`src/rtl/wdt_pkg.sv`:
```
package wdt_pkg;
    localparam int BUS_W = 32;
    localparam int BE_W  = BUS_W / 8;

    localparam int W_CNT  = 0;
    localparam int W_STS  = 1;
    localparam int W_CTL  = 2;
    localparam int W_MSG  = 3;
    localparam int W_INIT = 4;

    localparam int HALT_BIT = 11;
    localparam int LOCK_BIT = 12;
    localparam int TMO_BIT  = 3;
    localparam int SMI_BIT  = 1;
    localparam int INT_BIT  = 2;
    localparam int SEC_BIT  = 1;
    localparam int BOOT_BIT = 2;

    localparam logic [15:0] CTL2_RST  = 16'h0008;
    localparam logic [15:0] INIT_RST  = 16'h0004;
    localparam logic [7:0]  IRQSEL_RST = 8'h03;
endpackage

```
`src/rtl/wdt_timer.sv`:
```
module wdt_timer #(
    parameter int CNT_W = 10
) (
    input  logic             clk,
    input  logic             rst_n,
    input  logic             tick,
    input  logic             halt,
    input  logic             reload,
    input  logic [CNT_W-1:0] init_val,
    output logic [CNT_W-1:0] count,
    output logic             expire
);
    typedef struct packed {
        logic [CNT_W-1:0] cnt;
    } tmr_t;

    tmr_t st_d, st_q;
    logic [CNT_W-1:0] load_val;

    always_comb begin
        st_d     = st_q;
        expire   = 1'b0;
        load_val = (init_val == '0) ? CNT_W'(1) : init_val;
        if (reload) begin
            st_d.cnt = load_val;
        end else if (tick && !halt && st_q.cnt != '0) begin
            if (st_q.cnt == CNT_W'(1)) begin
                expire   = 1'b1;
                st_d.cnt = load_val;
            end else begin
                st_d.cnt = st_q.cnt - CNT_W'(1);
            end
        end
    end

    always_ff @(posedge clk or negedge rst_n) begin
        if (!rst_n) st_q <= '0;
        else        st_q <= st_d;
    end

    assign count = st_q.cnt;
endmodule

```
`src/rtl/wdt_status.sv`:
```
module wdt_status
    import wdt_pkg::*;
(
    input  logic        clk,
    input  logic        rst_n,
    input  logic        expire,
    input  logic        no_reboot,
    input  logic        clr_tmo,
    input  logic        clr_smi,
    input  logic        clr_int,
    input  logic        clr_sec,
    input  logic        clr_boot,
    input  logic        set_smi,
    input  logic        set_int,
    output logic [15:0] sts1,
    output logic [15:0] sts2,
    output logic        rst_req
);
    typedef struct packed {
        logic tmo;
        logic smi;
        logic intr;
        logic sec;
        logic boot;
        logic rreq;
    } sts_t;

    sts_t st_d, st_q;

    always_comb begin
        st_d      = st_q;
        st_d.rreq = 1'b0;
        if (clr_tmo)  st_d.tmo  = 1'b0;
        if (clr_smi)  st_d.smi  = 1'b0;
        if (clr_int)  st_d.intr = 1'b0;
        if (clr_sec)  st_d.sec  = 1'b0;
        if (clr_boot) st_d.boot = 1'b0;
        if (set_smi)  st_d.smi  = 1'b1;
        if (set_int)  st_d.intr = 1'b1;
        if (expire) begin
            if (st_q.tmo) begin
                st_d.sec  = 1'b1;
                st_d.boot = 1'b1;
                st_d.rreq = !no_reboot;
            end
            st_d.tmo = 1'b1;
        end
    end

    always_ff @(posedge clk or negedge rst_n) begin
        if (!rst_n) st_q <= '0;
        else        st_q <= st_d;
    end

    always_comb begin
        sts1           = '0;
        sts1[TMO_BIT]  = st_q.tmo;
        sts1[SMI_BIT]  = st_q.smi;
        sts1[INT_BIT]  = st_q.intr;
        sts2           = '0;
        sts2[SEC_BIT]  = st_q.sec;
        sts2[BOOT_BIT] = st_q.boot;
    end

    assign rst_req = st_q.rreq;
endmodule

```
`src/rtl/wdt_cfg.sv`:
```
module wdt_cfg
    import wdt_pkg::*;
#(
    parameter int CNT_W = 10
) (
    input  logic             clk,
    input  logic             rst_n,
    input  logic             wr_cnt,
    input  logic             wr_ctl,
    input  logic             wr_msg,
    input  logic             wr_init,
    input  logic [BE_W-1:0]  be,
    input  logic [BUS_W-1:0] wd,
    output logic [15:0]      ctl1,
    output logic [15:0]      ctl2,
    output logic [31:0]      msg,
    output logic [15:0]      init,
    output logic [7:0]       din,
    output logic [7:0]       dout,
    output logic             halt,
    output logic             lock
);
    localparam logic [15:0] INIT_MASK = 16'((32'd1 << CNT_W) - 1);

    typedef struct packed {
        logic [15:0] ctl1;
        logic [15:0] ctl2;
        logic [31:0] msg;
        logic [15:0] init;
        logic [7:0]  din;
        logic [7:0]  dout;
    } cfg_t;

    cfg_t st_d, st_q;
    logic [15:0] init_new;
    logic        lock_nx;

    always_comb begin
        st_d     = st_q;
        init_new = st_q.init;
        lock_nx  = st_q.ctl1[LOCK_BIT];
        if (wr_cnt) begin
            if (be[2]) st_d.din  = wd[23:16];
            if (be[3]) st_d.dout = wd[31:24];
        end
        if (wr_ctl) begin
            if (be[0]) st_d.ctl1[7:0] = wd[7:0];
            if (be[1]) begin
                lock_nx            = st_q.ctl1[LOCK_BIT] | wd[LOCK_BIT];
                st_d.ctl1[15:8]    = wd[15:8];
                st_d.ctl1[LOCK_BIT] = lock_nx;
                st_d.ctl1[HALT_BIT] = lock_nx ? 1'b0 : wd[HALT_BIT];
            end
            if (be[2]) st_d.ctl2[7:0]  = wd[23:16];
            if (be[3]) st_d.ctl2[15:8] = wd[31:24];
        end
        if (wr_msg) begin
            for (int b = 0; b < BE_W; b++) begin
                if (be[b]) st_d.msg[b*8 +: 8] = wd[b*8 +: 8];
            end
        end
        if (wr_init) begin
            if (be[0]) init_new[7:0]  = wd[7:0];
            if (be[1]) init_new[15:8] = wd[15:8];
            st_d.init = init_new & INIT_MASK;
        end
    end

    always_ff @(posedge clk or negedge rst_n) begin
        if (!rst_n) begin
            st_q      <= '0;
            st_q.ctl2 <= CTL2_RST;
            st_q.init <= INIT_RST;
            st_q.msg  <= {IRQSEL_RST, 24'h0};
        end else begin
            st_q <= st_d;
        end
    end

    assign ctl1 = st_q.ctl1;
    assign ctl2 = st_q.ctl2;
    assign msg  = st_q.msg;
    assign init = st_q.init;
    assign din  = st_q.din;
    assign dout = st_q.dout;
    assign halt = st_q.ctl1[HALT_BIT];
    assign lock = st_q.ctl1[LOCK_BIT];
endmodule

```
`src/rtl/wdt_top.sv`:
```
module wdt_top
    import wdt_pkg::*;
#(
    parameter int CNT_W  = 10,
    parameter int ADDR_W = 3
) (
    input  logic              clk,
    input  logic              rst_n,
    input  logic              bus_wr,
    input  logic [ADDR_W-1:0] bus_addr,
    input  logic [31:0]       bus_wdata,
    input  logic [3:0]        bus_be,
    output logic [31:0]       bus_rdata,
    input  logic              tick_en,
    input  logic              no_reboot,
    output logic              rst_req
);
    logic [BUS_W-1:0] lane_mask, wmask;
    logic wr_cnt, wr_sts, wr_ctl, wr_msg, wr_init, reload, expire;
    logic halt, lock;
    logic [CNT_W-1:0] cnt;
    logic [15:0] sts1, sts2, ctl1, ctl2, init;
    logic [31:0] msg;
    logic [7:0]  din, dout;

    for (genvar g = 0; g < BE_W; g++) begin : g_lane
        assign lane_mask[g*8 +: 8] = {8{bus_be[g]}};
    end
    assign wmask = bus_wdata & lane_mask;

    assign wr_cnt  = bus_wr && (bus_addr == ADDR_W'(W_CNT));
    assign wr_sts  = bus_wr && (bus_addr == ADDR_W'(W_STS));
    assign wr_ctl  = bus_wr && (bus_addr == ADDR_W'(W_CTL));
    assign wr_msg  = bus_wr && (bus_addr == ADDR_W'(W_MSG));
    assign wr_init = bus_wr && (bus_addr == ADDR_W'(W_INIT));
    assign reload  = wr_cnt && (bus_be[0] || bus_be[1]);

    wdt_cfg #(.CNT_W(CNT_W)) cfg_i (
        .clk(clk), .rst_n(rst_n), .wr_cnt(wr_cnt), .wr_ctl(wr_ctl),
        .wr_msg(wr_msg), .wr_init(wr_init), .be(bus_be), .wd(wmask),
        .ctl1(ctl1), .ctl2(ctl2), .msg(msg), .init(init),
        .din(din), .dout(dout), .halt(halt), .lock(lock)
    );

    wdt_timer #(.CNT_W(CNT_W)) tmr_i (
        .clk(clk), .rst_n(rst_n), .tick(tick_en), .halt(halt),
        .reload(reload), .init_val(init[CNT_W-1:0]),
        .count(cnt), .expire(expire)
    );

    wdt_status sts_i (
        .clk(clk), .rst_n(rst_n), .expire(expire), .no_reboot(no_reboot),
        .clr_tmo (wr_sts && wmask[TMO_BIT]),
        .clr_smi (wr_sts && wmask[SMI_BIT]),
        .clr_int (wr_sts && wmask[INT_BIT]),
        .clr_sec (wr_sts && wmask[16+SEC_BIT]),
        .clr_boot(wr_sts && wmask[16+BOOT_BIT]),
        .set_smi (wr_cnt && bus_be[2]),
        .set_int (wr_cnt && bus_be[3]),
        .sts1(sts1), .sts2(sts2), .rst_req(rst_req)
    );

    always_comb begin
        case (bus_addr)
            ADDR_W'(W_CNT):  bus_rdata = {dout, din, 16'(cnt)};
            ADDR_W'(W_STS):  bus_rdata = {sts2, sts1};
            ADDR_W'(W_CTL):  bus_rdata = {ctl2, ctl1};
            ADDR_W'(W_MSG):  bus_rdata = msg;
            ADDR_W'(W_INIT): bus_rdata = {16'h0, init};
            default:         bus_rdata = '0;
        endcase
    end
endmodule

```
`config.mk`:
```
export PLATFORM = sky130hd
export DESIGN_NAME = wdt_top
export DESIGN_NICKNAME = d
export VERILOG_FILES = /design/src/rtl/wdt_pkg.sv /design/src/rtl/wdt_timer.sv /design/src/rtl/wdt_status.sv /design/src/rtl/wdt_cfg.sv /design/src/rtl/wdt_top.sv
export SDC_FILE = /design/constraint.sdc
export NUM_CORES = 1
export LEC_CHECK = 0
export ABC_AREA = 1
export BUFFER_PORTS_ARGS = -buffer_cell sky130_fd_sc_hd__buf_2
export CORE_MARGIN = 10
export CORE_UTILIZATION = 40
export DETAILED_ROUTE_END_ITERATION = 10
export GPL_ROUTABILITY_DRIVEN = 0
export SETUP_SLACK_MARGIN = 0.2
export SLEW_MARGIN = 20
export SYNTH_ARGS = -nofsm -noshare
export SYNTH_HDL_FRONTEND = slang
export SYNTH_SLANG_ARGS = --single-unit
```
`constraint.sdc`:
```
create_clock -name clk -period 1.3 [get_ports clk]
set_input_delay 0.13 -clock clk [delete_from_list [all_inputs] [get_ports clk]]
set_output_delay 0.13 -clock clk [all_outputs]
set_load 0.01 [all_outputs]
```
==> flow_summary.ini, run 1 <==
[worst_setup_path]
startpoint = tmr_i.count[2]
slowest_delay_ps = 390
critPathCapture = tmr_i.count[6]
r2r_end = tmr_i.count[6]
worst_path_max_delay_cell = dfrtp_1
cp_cell_sequence = buf_4 > nor2_4 > nand3_4 > o21bai_4 > nand2_4 > buf_12 > o21ai_1 > nand2_1 > nand2_1
r2r-start = tmr_i.count[2]
crit_top_cell = nand2_1
startpoint_type = register
cp.required_ps = 1600
cp.arrival_ps = 1840
regToRegSetupSlack_ps = -240
reg2reg_depth = 9
crit_fanout = 5
worstSetupEndpointType = register
critPathKind = register to register

[floorplan]
fp.dieW_um = 132
die_height_um = 132
fp-row-count = 40
core_area_um2 = 12200
dieArea_um2 = 17400
num_io_pins = 77
initial_core_util = 0.412

[synthesis]
syn-num-nets = 681
syn_inst = 634
synth_edf_count = 0
synth-seq-cells = 106
synth.distinct_cells = 28
ys.flop_type = dfrtp_1
synth_seq_area_share = 0.530
synth_area_um2 = 5010
avgSynthCellArea_um2 = 7.90
synthArstFlopShare = 1.00
yosysWarningCount = 0

[clock_network]
numCtsBuffers = 9
clkTransAtPathRegs_ps = 70
cts_root_buf = clkbuf_16
ctsLongestPathBuffers = 2
htreeDepth = 3
cts_tree = built
worstSkewPairLatency_ps = 360
cts.sink_count = 106

[timing]
rsz0062_at_grt = true
min_period_over_period = 1.19
fin_hold_ws_ps = 2.52
finalClockSkew_ps = 6.66
max_freq_mhz = 648
setup_ws_ps = -242
slew_violations = 0
tightestPinTransition_ps = 387
period_needed_ps = 1540
setup-violations-final = 24
fin_setup_tns_ps = -3430
hold_viol = 0
maxSlewHeadroom = 0.742

[route]
dr_total_vias = 5087
drt-initial-drc-count = 405
dr.pass1.iters = 4
wl_per_cell_um = 17.4
drc = 0
route.final.wire_length_um = 17300
final_antenna_net_count = 0
vias_per_cell = 5.10

[grt]
grt_pass1_vias = 5077
grt_use_total = 0.181
antenna_found_initial = 0
grt_max_degree = 71
grt_overflow_total = 0
grt_pass1_wl_um = 26000

[final_layout]
drive_gt1_frac = 0.467
n_antenna_cell = 0
layout_common_cells = nand2_1 (154), dfrtp_1 (102), o21ai_1 (79)
final_nets = 871
layout_commonest_cell = nand2_1
synthToLayoutAreaGrowth_pct = 63.9
utilization = 0.675
fill_cells = 902
fin_area_um2 = 8210

[hold_path]
hp-class = primary input to register

[placed_design]
port-buffer-count = 76
dp_hpwl_um = 10300
placed_cell_area_um2 = 6130
dp_slack_ps = -208

[run_status]
failed_checks = setup timing
status = finished with violations

[pwr]
leakage_nw = 4.15
p_per_area_nw_per_um2 = 1480
vdd_drop_max_mv = 0.785

[run]
drv_cap = 0
layout make-up:
class / instances / area (µm²) / area share
clock inverter: 2 / 37.5 / 0.00457
inverter: 72 / 315 / 0.0384
sequential: 106 / 2660 / 0.324
multi-input combinational: 437 / 2840 / 0.346
tap: 168 / 210 / 0.0256
clock buffer: 14 / 254 / 0.0309
timing repair inverter: 1 / 8.76 / 0.00107
timing repair buffer: 197 / 1890 / 0.230
Yosys cell counts (3+ instances only):
library cell  instances  share of area
nand2_1             220           0.16
dfrtp_1             102           0.51
inv_1                66          0.049
o21ai_1              66          0.066
o21ai_0              49          0.049
nand3_1              35          0.035
nor2_1               22          0.016
buf_2                14          0.014
a21oi_1               9         0.0090
inv_2                 6         0.0045
nand4_1               5         0.0062
a22o_1                4         0.0070
clkbuf_1              4         0.0030
dfstp_2               4          0.021
o211ai_1              4         0.0060
ha_1                  3         0.0075
nand2_2               3         0.0037
nor2_2                3         0.0037
nor3_1                3         0.0030
through the flow:
step           cells  total power, W
4_1_cts          974          0.0114
3_5_place_dp     921         0.00745
2_1_floorplan    634         0.00618
6_report         997          0.0121
3_3_place_gp     921         0.00735
5_1_grt          997          0.0128
routing by layer:
metal | vias up | track usage | wire length [µm]
li1 | 2428 | - | -
met3 | 30 | 0.0362 | 928
met4 | 0 | 0.0711 | 416
met5 | - | 0 | 0
met1 | 2482 | 0.235 | 7410
met2 | 147 | 0.290 | 8580
kinds of logic after synthesis:
group,after synthesis,synth area share
DFF,106,0.530
muxes,1,0.00225
buffers and inverters,92,0.0739
adders and majority gates,3,0.00749
AOI/OAI and AO/OA,137,0.146
and+or+nand+nor,293,0.237
xor gates and xnor gates,2,0.00350
worst max-delay path: cells and delay by family, from the launching register on:
kind,cells,cell delay [ps]
simple gates,5,510
flops,1,390
compound gates,2,260
buf+inv,2,320
timing repair:
action | in CTS | in global routing
gates resized for setup | 185 | 156
setup buffers | 29 | 16
gates cloned | 5 | 7
hold buffers | 3 | 0
endpoints found under the hold margin | 106 | 0
endpoints found under the setup margin | 76 | 95
pin swaps | 77 | 38
sequential cells by signal, summed over array words and instances, names as in the netlist:
name / flops
cfg_i.init: 10
tmr_i.count: 10
sts_i.rst_req: 1
cfg_i.msg: 32
cfg_i.dout: 8
sts_i.sts1: 3
sts_i.sts2: 2
cfg_i.ctl2: 16
cfg_i.din: 8
cfg_i.ctl1: 16
how the worst min path moves through the flow:
stage	to	depth (start not counted)	slack [ps]	startpoint
global route	cfg_i.init[0]	3	8	bus_wdata[0]
global placement	cfg_i.din[0]	2	120	rst_n
finish	cfg_i.init[0]	3	3	bus_wdata[0]
floorplan	cfg_i.ctl1[0]	0	-170	rst_n
detailed placement	cfg_i.msg[16]	2	120	rst_n
CTS	cfg_i.init[0]	3	3	bus_wdata[0]
report_power, final:
| group | switching, W | internal, W | leakage, nW |
|---|---|---|---|
| logic | 0.00244 | 0.00230 | 2.69 |
| registers | 0.000575 | 0.00407 | 1.32 |
| clock network | 0.00122 | 0.00155 | 0.137 |
| total | 0.00423 | 0.00792 | 4.15 |
Power figures use the tool's default switching activity.
==> run 2, diff against run 1 <==
--- a/config.mk
+++ b/config.mk
@@ -10,9 +10,9 @@
 export CORE_MARGIN = 10
 export CORE_UTILIZATION = 40
 export DETAILED_ROUTE_END_ITERATION = 10
-export GPL_ROUTABILITY_DRIVEN = 0
 export SETUP_SLACK_MARGIN = 0.2
 export SLEW_MARGIN = 20
 export SYNTH_ARGS = -nofsm -noshare
 export SYNTH_HDL_FRONTEND = slang
+export SYNTH_HIERARCHICAL = 1
 export SYNTH_SLANG_ARGS = --single-unit
==> run 2 against run 1 <==
  * The run still ends with setup timing left
  * Clock-buffer cell count shrank 5
  * Critical path depth grew 1
  * Sequential cell count is the same
  * Via count grew 16%
  * Register-to-register slack is essentially flat
  * Hold slack gained 110 ps
  * Sequential share of layout area shrank 1.1 points
  * Combinational power shrank 12%
  * Power shrank 7.6%
  * Fmax grew 0.26%
  * Setup slack gained 4.0 ps
  * Global-route usage shrank 1.6 points
  * Critical path type unchanged
  * Critical endpoint is now tmr_i/count[0]
  * Largest cell class unchanged
==> flow_summary.ini, run 2 <==
[synthesis]
syn_inst = 904
yosysTopAreaCell = dfrtp_1
synth_seq_area_share = 0.404
synth.distinct_cells = 30
yosysTopAreaCellShare = 0.388
ys.flop_type = dfrtp_1
netlist_top_cells_area = dfrtp_1 (39%), nand2_1 (14%), inv_1 (9.0%)
synth_area_um2 = 6580
avgSynthCellArea_um2 = 7.27
synth_edf_count = 0
synthArstFlopShare = 1.00
synthXorXnorAreaFrac = 0.00266
synthSimpleGateAreaFrac = 0.288
yosysWarningCount = 6
synth-seq-cells = 106
synth_top_family_by_area = simple AND/OR/NAND/NOR gates
synth_mux_area_frac = 0
synth.most_common_cell = nand2_1
synth_fa_ha_area_frac = 0.00381
synth_compound_area_frac = 0.117
synthTopCellsByCount = nand2_1 (247), inv_1 (157), dfrtp_1 (102)

[clock_network]
htreeDepth = 3
cts_tree = built
cts_root_buf = clkbuf_16
worstSkewPairLatency_ps = 360
numCtsBuffers = 9
clkTransAtPathRegs_ps = 80
ctsLongestPathBuffers = 2
cts.sink_count = 106

[run_status]
status = finished with violations
failed_checks = setup timing

[final_layout]
n_antenna_cell = 0
fill_cells = 1598
layout_common_cells = nand2_1 (227), inv_1 (150), dfrtp_1 (101)
layout_commonest_cell = nand2_1
multi_input_area_um2 = 3210
synthToLayoutAreaGrowth_pct = 29.5
fin_area_um2 = 8510
largest_register_ffs = 32
fin_cells = 1269
final_nets = 1094
regArea_um2 = 2660
largest-register = cfg_i/msg
drive_gt1_frac = 0.311

[timing]
setup_ws_ps = -238
setup-violations-final = 29
slew_violations = 0
max_freq_mhz = 650
period_needed_ps = 1540
finalClockSkew_ps = 6.33
min_period_over_period = 1.18
hold_viol = 0
fin_hold_ws_ps = 111
rsz0062_at_grt = true

[route]
dr_total_vias = 5914
drc = 0
vias_per_cell = 4.66
dr.pass1.iters = 5
final_antenna_net_count = 0
drt-initial-drc-count = 304
route.final.wire_length_um = 17900
wl_per_cell_um = 14.1

[placed_design]
placed_cell_area_um2 = 7470
gp_congestion = 0.864
placedCellCount = 1215
dp_hpwl_um = 12300
dp_slack_ps = -157
port-buffer-count = 76

[floorplan]
num_io_pins = 77
fp.dieW_um = 148
initial_core_util = 0.411
die_height_um = 148
dieArea_um2 = 22000
fp-row-count = 46
core_area_um2 = 16000

[pwr]
p_per_area_nw_per_um2 = 1320
total_power_w = 0.0112
leakage_nw = 4.42
vdd_drop_max_mv = 0.690

[worst_setup_path]
crit_fanout = 5
worstSetupEndpointType = register
cp.arrival_ps = 1790
cp.required_ps = 1560
startpoint_type = register
critPathKind = register to register

[grt]
grt_pass1_wl_um = 29300
grt_pass1_vias = 5769
antenna_found_initial = 0
grt_max_degree = 38
grt_use_total = 0.165
grt_overflow_total = 0

[hold_path]
hp-class = primary input to register

[run]
drv_cap = 0
run 2: cell count changes in the layout (fill, tap and decap cells not counted), sizes merged, moves of 7 or more:
cell,previous run,this run
inv,73,168
nor2,25,61
nand3,36,72
a21oi,9,16
clkbuf,20,9
nand2,224,255
conb,0,33
buf,188,175
nand4,5,35
run 2: final timing paths:
check | endpoint | cells after the start | slack [ps] | start
setup / recovery | tmr_i/count[0] | 10 | -240 | tmr_i/count[2]
hold / removal | cfg_i/msg[25] | 5 | 110 | bus_wdata[25]
setup reg to reg | tmr_i/count[0] | 10 | -240 | tmr_i/count[2]
hold reg to reg | cfg_i/msg[12] | 2 | 470 | cfg_i/msg[12]
max in group asynchronous | cfg_i/msg[24] | 3 | 630 | rst_n
min in group asynchronous | cfg_i/msg[14] | 2 | 160 | rst_n
run 2: cells by family after synthesis:
kind of cell    after synthesis
simple gates                426
buf+inv                     239
compound gates              127
flops                       106
xor+xnor                      2
fa+ha+maj                     2
other cells                   2
run 2: cell type report:
cell class	count	area share
multi-input cells	590	0.377
flip-flops and latches	106	0.312
repair buffers	177	0.171
inverters	164	0.0738
well taps	216	0.0317
clock buffers	9	0.0265
clock inverters	7	0.00720
run 2: power by group:
| group | internal, W | switching [W] |
|---|---|---|
| clock network | 0.00134 | 0.00138 |
| logic | 0.00198 | 0.00218 |
| registers | 0.00392 | 0.000428 |
run 2: per-stage QoR:
stage / TNS, ps / util
after floorplan: -140 / -
after global placement: -2160 / 0.467
after detailed placement: -3260 / 0.467
after CTS: -4190 / 0.515
after global routing: -6720 / 0.532
final: -4130 / 0.532
run 2: timing repair:
action	CTS	global route
hold buffers	2	0
cloned	3	0
buffers inserted	27	6
endpoints found under the hold margin	103	0
resized for setup	47	58
pin swaps	59	64
setup endpoints to repair	46	47
run 2: critical path: stages, from the launching register on:
cell	delay, ps
dfrtp_1	410
buf_6	130
nor2_4	200
nand2_4	70
inv_2	60
nand3_2	90
nand2_4	120
nand2_8	80
buf_6	140
nand3_2	80
nand2_2	50
run 2: metal layers:
metal / up-vias / track usage / share of wire
li1: 3046 / - / -
met1: 2720 / 0.216 / 0.46
met2: 128 / 0.270 / 0.48
met3: 20 / 0.0282 / 0.038
met4: 0 / 0.0535 / 0.018
met5: - / 0 / 0
==> run 3, diff against run 2 <==
--- a/config.mk
+++ b/config.mk
@@ -9,7 +9,9 @@
 export BUFFER_PORTS_ARGS = -buffer_cell sky130_fd_sc_hd__buf_2
 export CORE_MARGIN = 10
 export CORE_UTILIZATION = 40
+export CTS_BUF_LIST = sky130_fd_sc_hd__clkbuf_16
 export DETAILED_ROUTE_END_ITERATION = 10
+export PLACE_DENSITY_LB_ADDON = 0.1
 export SETUP_SLACK_MARGIN = 0.2
 export SLEW_MARGIN = 20
 export SYNTH_ARGS = -nofsm -noshare
==> constraint.sdc (replaced) <==
create_clock -name clk -period 1.9 [get_ports clk]
set_input_delay 0.19 -clock clk [delete_from_list [all_inputs] [get_ports clk]]
set_output_delay 0.19 -clock clk [all_outputs]
set_load 0.01 [all_outputs]
==> run 3 against run 2 <==
  * The run now ends clean
  * Critical endpoint is now sts_i/rst_req
  * Sequential power down 30%
  * Setup slack better by 560 ps
  * Largest power group unchanged
  * Critical path depth shrank 3
  * Critical path type unchanged
  * First-iteration DRC count up 17%
  * Non-clock buffer count shrank 79
  * Sequential cell count is the same
  * Fmax shrank 2.3%
  * Wire length shrank 5.7%
  * Sequential share of layout area rose by 5.3 points
  * Core utilization is 7.8 points lower
==> flow_summary.ini, run 3 (synthesized netlist as in run 2, its figures left out) <==
[final_layout]
layout_commonest_cell = nand2_1
largest-register = cfg_i/msg
final_nets = 1015
largest_register_ffs = 32
drive_gt1_frac = 0.187
layout_common_cells = nand2_1 (247), inv_1 (157), dfrtp_1 (102)
fill_cells = 1729
utilization = 0.454
synthToLayoutAreaGrowth_pct = 10.5
fin_area_um2 = 7270
fin_cells = 1192

[run_status]
status = finished clean

[clock_network]
cts.sink_count = 106
clkTransAtPathRegs_ps = 80
worstSkewPairLatency_ps = 360
cts_root_buf = clkbuf_16
htreeDepth = 3
ctsLongestPathBuffers = 2
numCtsBuffers = 9
cts_tree = built

[route]
vias_per_cell = 4.56
route.final.wire_length_um = 16900
wl_per_cell_um = 14.2
drt-initial-drc-count = 355
drc = 0
dr.pass1.iters = 4
final_antenna_net_count = 0
dr_total_vias = 5440

[worst_setup_path]
crit_fanout = 5
crit_family = simple AND/OR/NAND/NOR gates
r2r_end = sts_i/rst_req
worstSetupEndpointType = register
r2r-start = tmr_i/count[4]
cp_cell_sequence = inv_2 > nand2_1 > nor2_1 > nand4_1 > nor3_2 > nand2_2 > nor2_2
critPathKind = register to register
cp.required_ps = 2200
worst_path_max_delay_cell = dfrtp_1
slowest_delay_ps = 470
regToRegSetupSlack_ps = 330
reg2reg_depth = 7
cp.buffers_inverters = 1
cp.arrival_ps = 1870
startpoint_type = register

[timing]
rsz0062_at_grt = false
maxSlewHeadroom = 0.657
fin_setup_tns_ps = 0
max_freq_mhz = 635
min_period_over_period = 0.829
period_needed_ps = 1570
hold_viol = 0
setup-violations-final = 0
finalClockSkew_ps = 8.84
slew_violations = 0
tightestPinTransition_ps = 513

[hold_path]
hold_end = cfg_i/msg[24]
hp-class = primary input to register
hp-start = bus_wdata[24]
hold_depth = 5

[pwr]
clock_power_share = 0.297
pwr-share-comb = 0.252
p_switching_w = 0.00234
vdd_drop_max_mv = 0.489
internal_power_w = 0.00437
leakage_nw = 3.87
total_power_w = 0.00670
p_per_area_nw_per_um2 = 922
p_seq_frac = 0.452
p_sw_frac = 0.349

[floorplan]
num_io_pins = 77
die_height_um = 148
core_area_um2 = 16000
fp.dieW_um = 148
dieArea_um2 = 22000
fp-row-count = 46
initial_core_util = 0.411

[grt]
grt_pass1_vias = 5305
antenna_found_initial = 1
grt_pass1_wl_um = 28400
grt_max_degree = 38
grt_overflow_total = 0
grt_use_total = 0.160
grt-busiest-layer = met2
use_met3 = 0.0361
grtUsageMet1 = 0.218
use_met2 = 0.251

[placed_design]
placed_cell_area_um2 = 6910
placedCellCount = 1172
dp_hpwl_um = 12000
port-buffer-count = 76
gp_congestion = 0.867

[run]
drv_cap = 0
run 3: cell count changes in the layout (fill, tap and decap cells not counted), moves of 9 or more:
cell     change
nor2_1       +9
nand3_2     -17
buf_6       -28
nand2_1     +20
buf_12       -9
o21ai_0     +46
o21ai_1     -40
nand2_2     -12
buf_4       -49
nand3_1     +23
buf_2       +11
run 3: timing repair:
action,4_1_cts,5_1_grt
hold buffers,2,0
resized for setup,2,4
setup buffers,0,0
hold endpoints to repair,32,0
setup endpoints to repair,12,13
run 3: layer usage:
metal	part of all wire	vias to the layer above
met5	0	-
met4	0.010	0
met3	0.034	15
met2	0.46	80
met1	0.50	2469
li1	-	2876
run 3: tightest hold or removal path, delay by kind of cell:
family	cells	cell delay [ps]
AOI/OAI and AO/OA	1	70
and+or+nand+nor	1	50
buffers and inverters	3	220
run 3: worst max path at each step:
stage          slack (ps)              to  cells after the start           start
3_5_place_dp          160   sts_i/rst_req                      9  tmr_i/count[0]
3_3_place_gp          160   sts_i/sts2[2]                      9  tmr_i/count[0]
2_1_floorplan         420   cfg_i/msg[21]                      9     bus_addr[2]
5_1_grt               200   sts_i/sts2[2]                      7  tmr_i/count[7]
4_1_cts               210  tmr_i/count[3]                     10  tmr_i/count[0]
6_report              330   sts_i/rst_req                      7  tmr_i/count[4]
run 3: power groups by stage:
stage          logic [W]  registers [W]  clock network [W]
2_1_floorplan    0.00135        0.00297                  0
3_3_place_gp     0.00167        0.00307                  0
3_5_place_dp     0.00169        0.00306                  0
4_1_cts          0.00170        0.00302            0.00204
5_1_grt          0.00197        0.00309            0.00215
6_report         0.00169        0.00303            0.00199
run 3: cell type report:
type                            instances  area, µm²  area share
Timing Repair Buffer                   98        553      0.0761
Tap cell                              216        270      0.0372
Antenna cell                            2       5.00    0.000688
Clock inverter                          7       83.8      0.0115
Multi-Input combinational cell        590       2850       0.392
Clock buffer                            9        225      0.0310
Inverter                              164        626      0.0861
Sequential cell                       106       2660       0.366
run 3: per-stage QoR:
step / worst slack [ps] / hold WS [ps]
floorplan: 419 / -106
global placement: 164 / 39.0
detailed placement: 156 / 39.9
CTS: 210 / 154
global route: 201 / 186
finish: 325 / 164
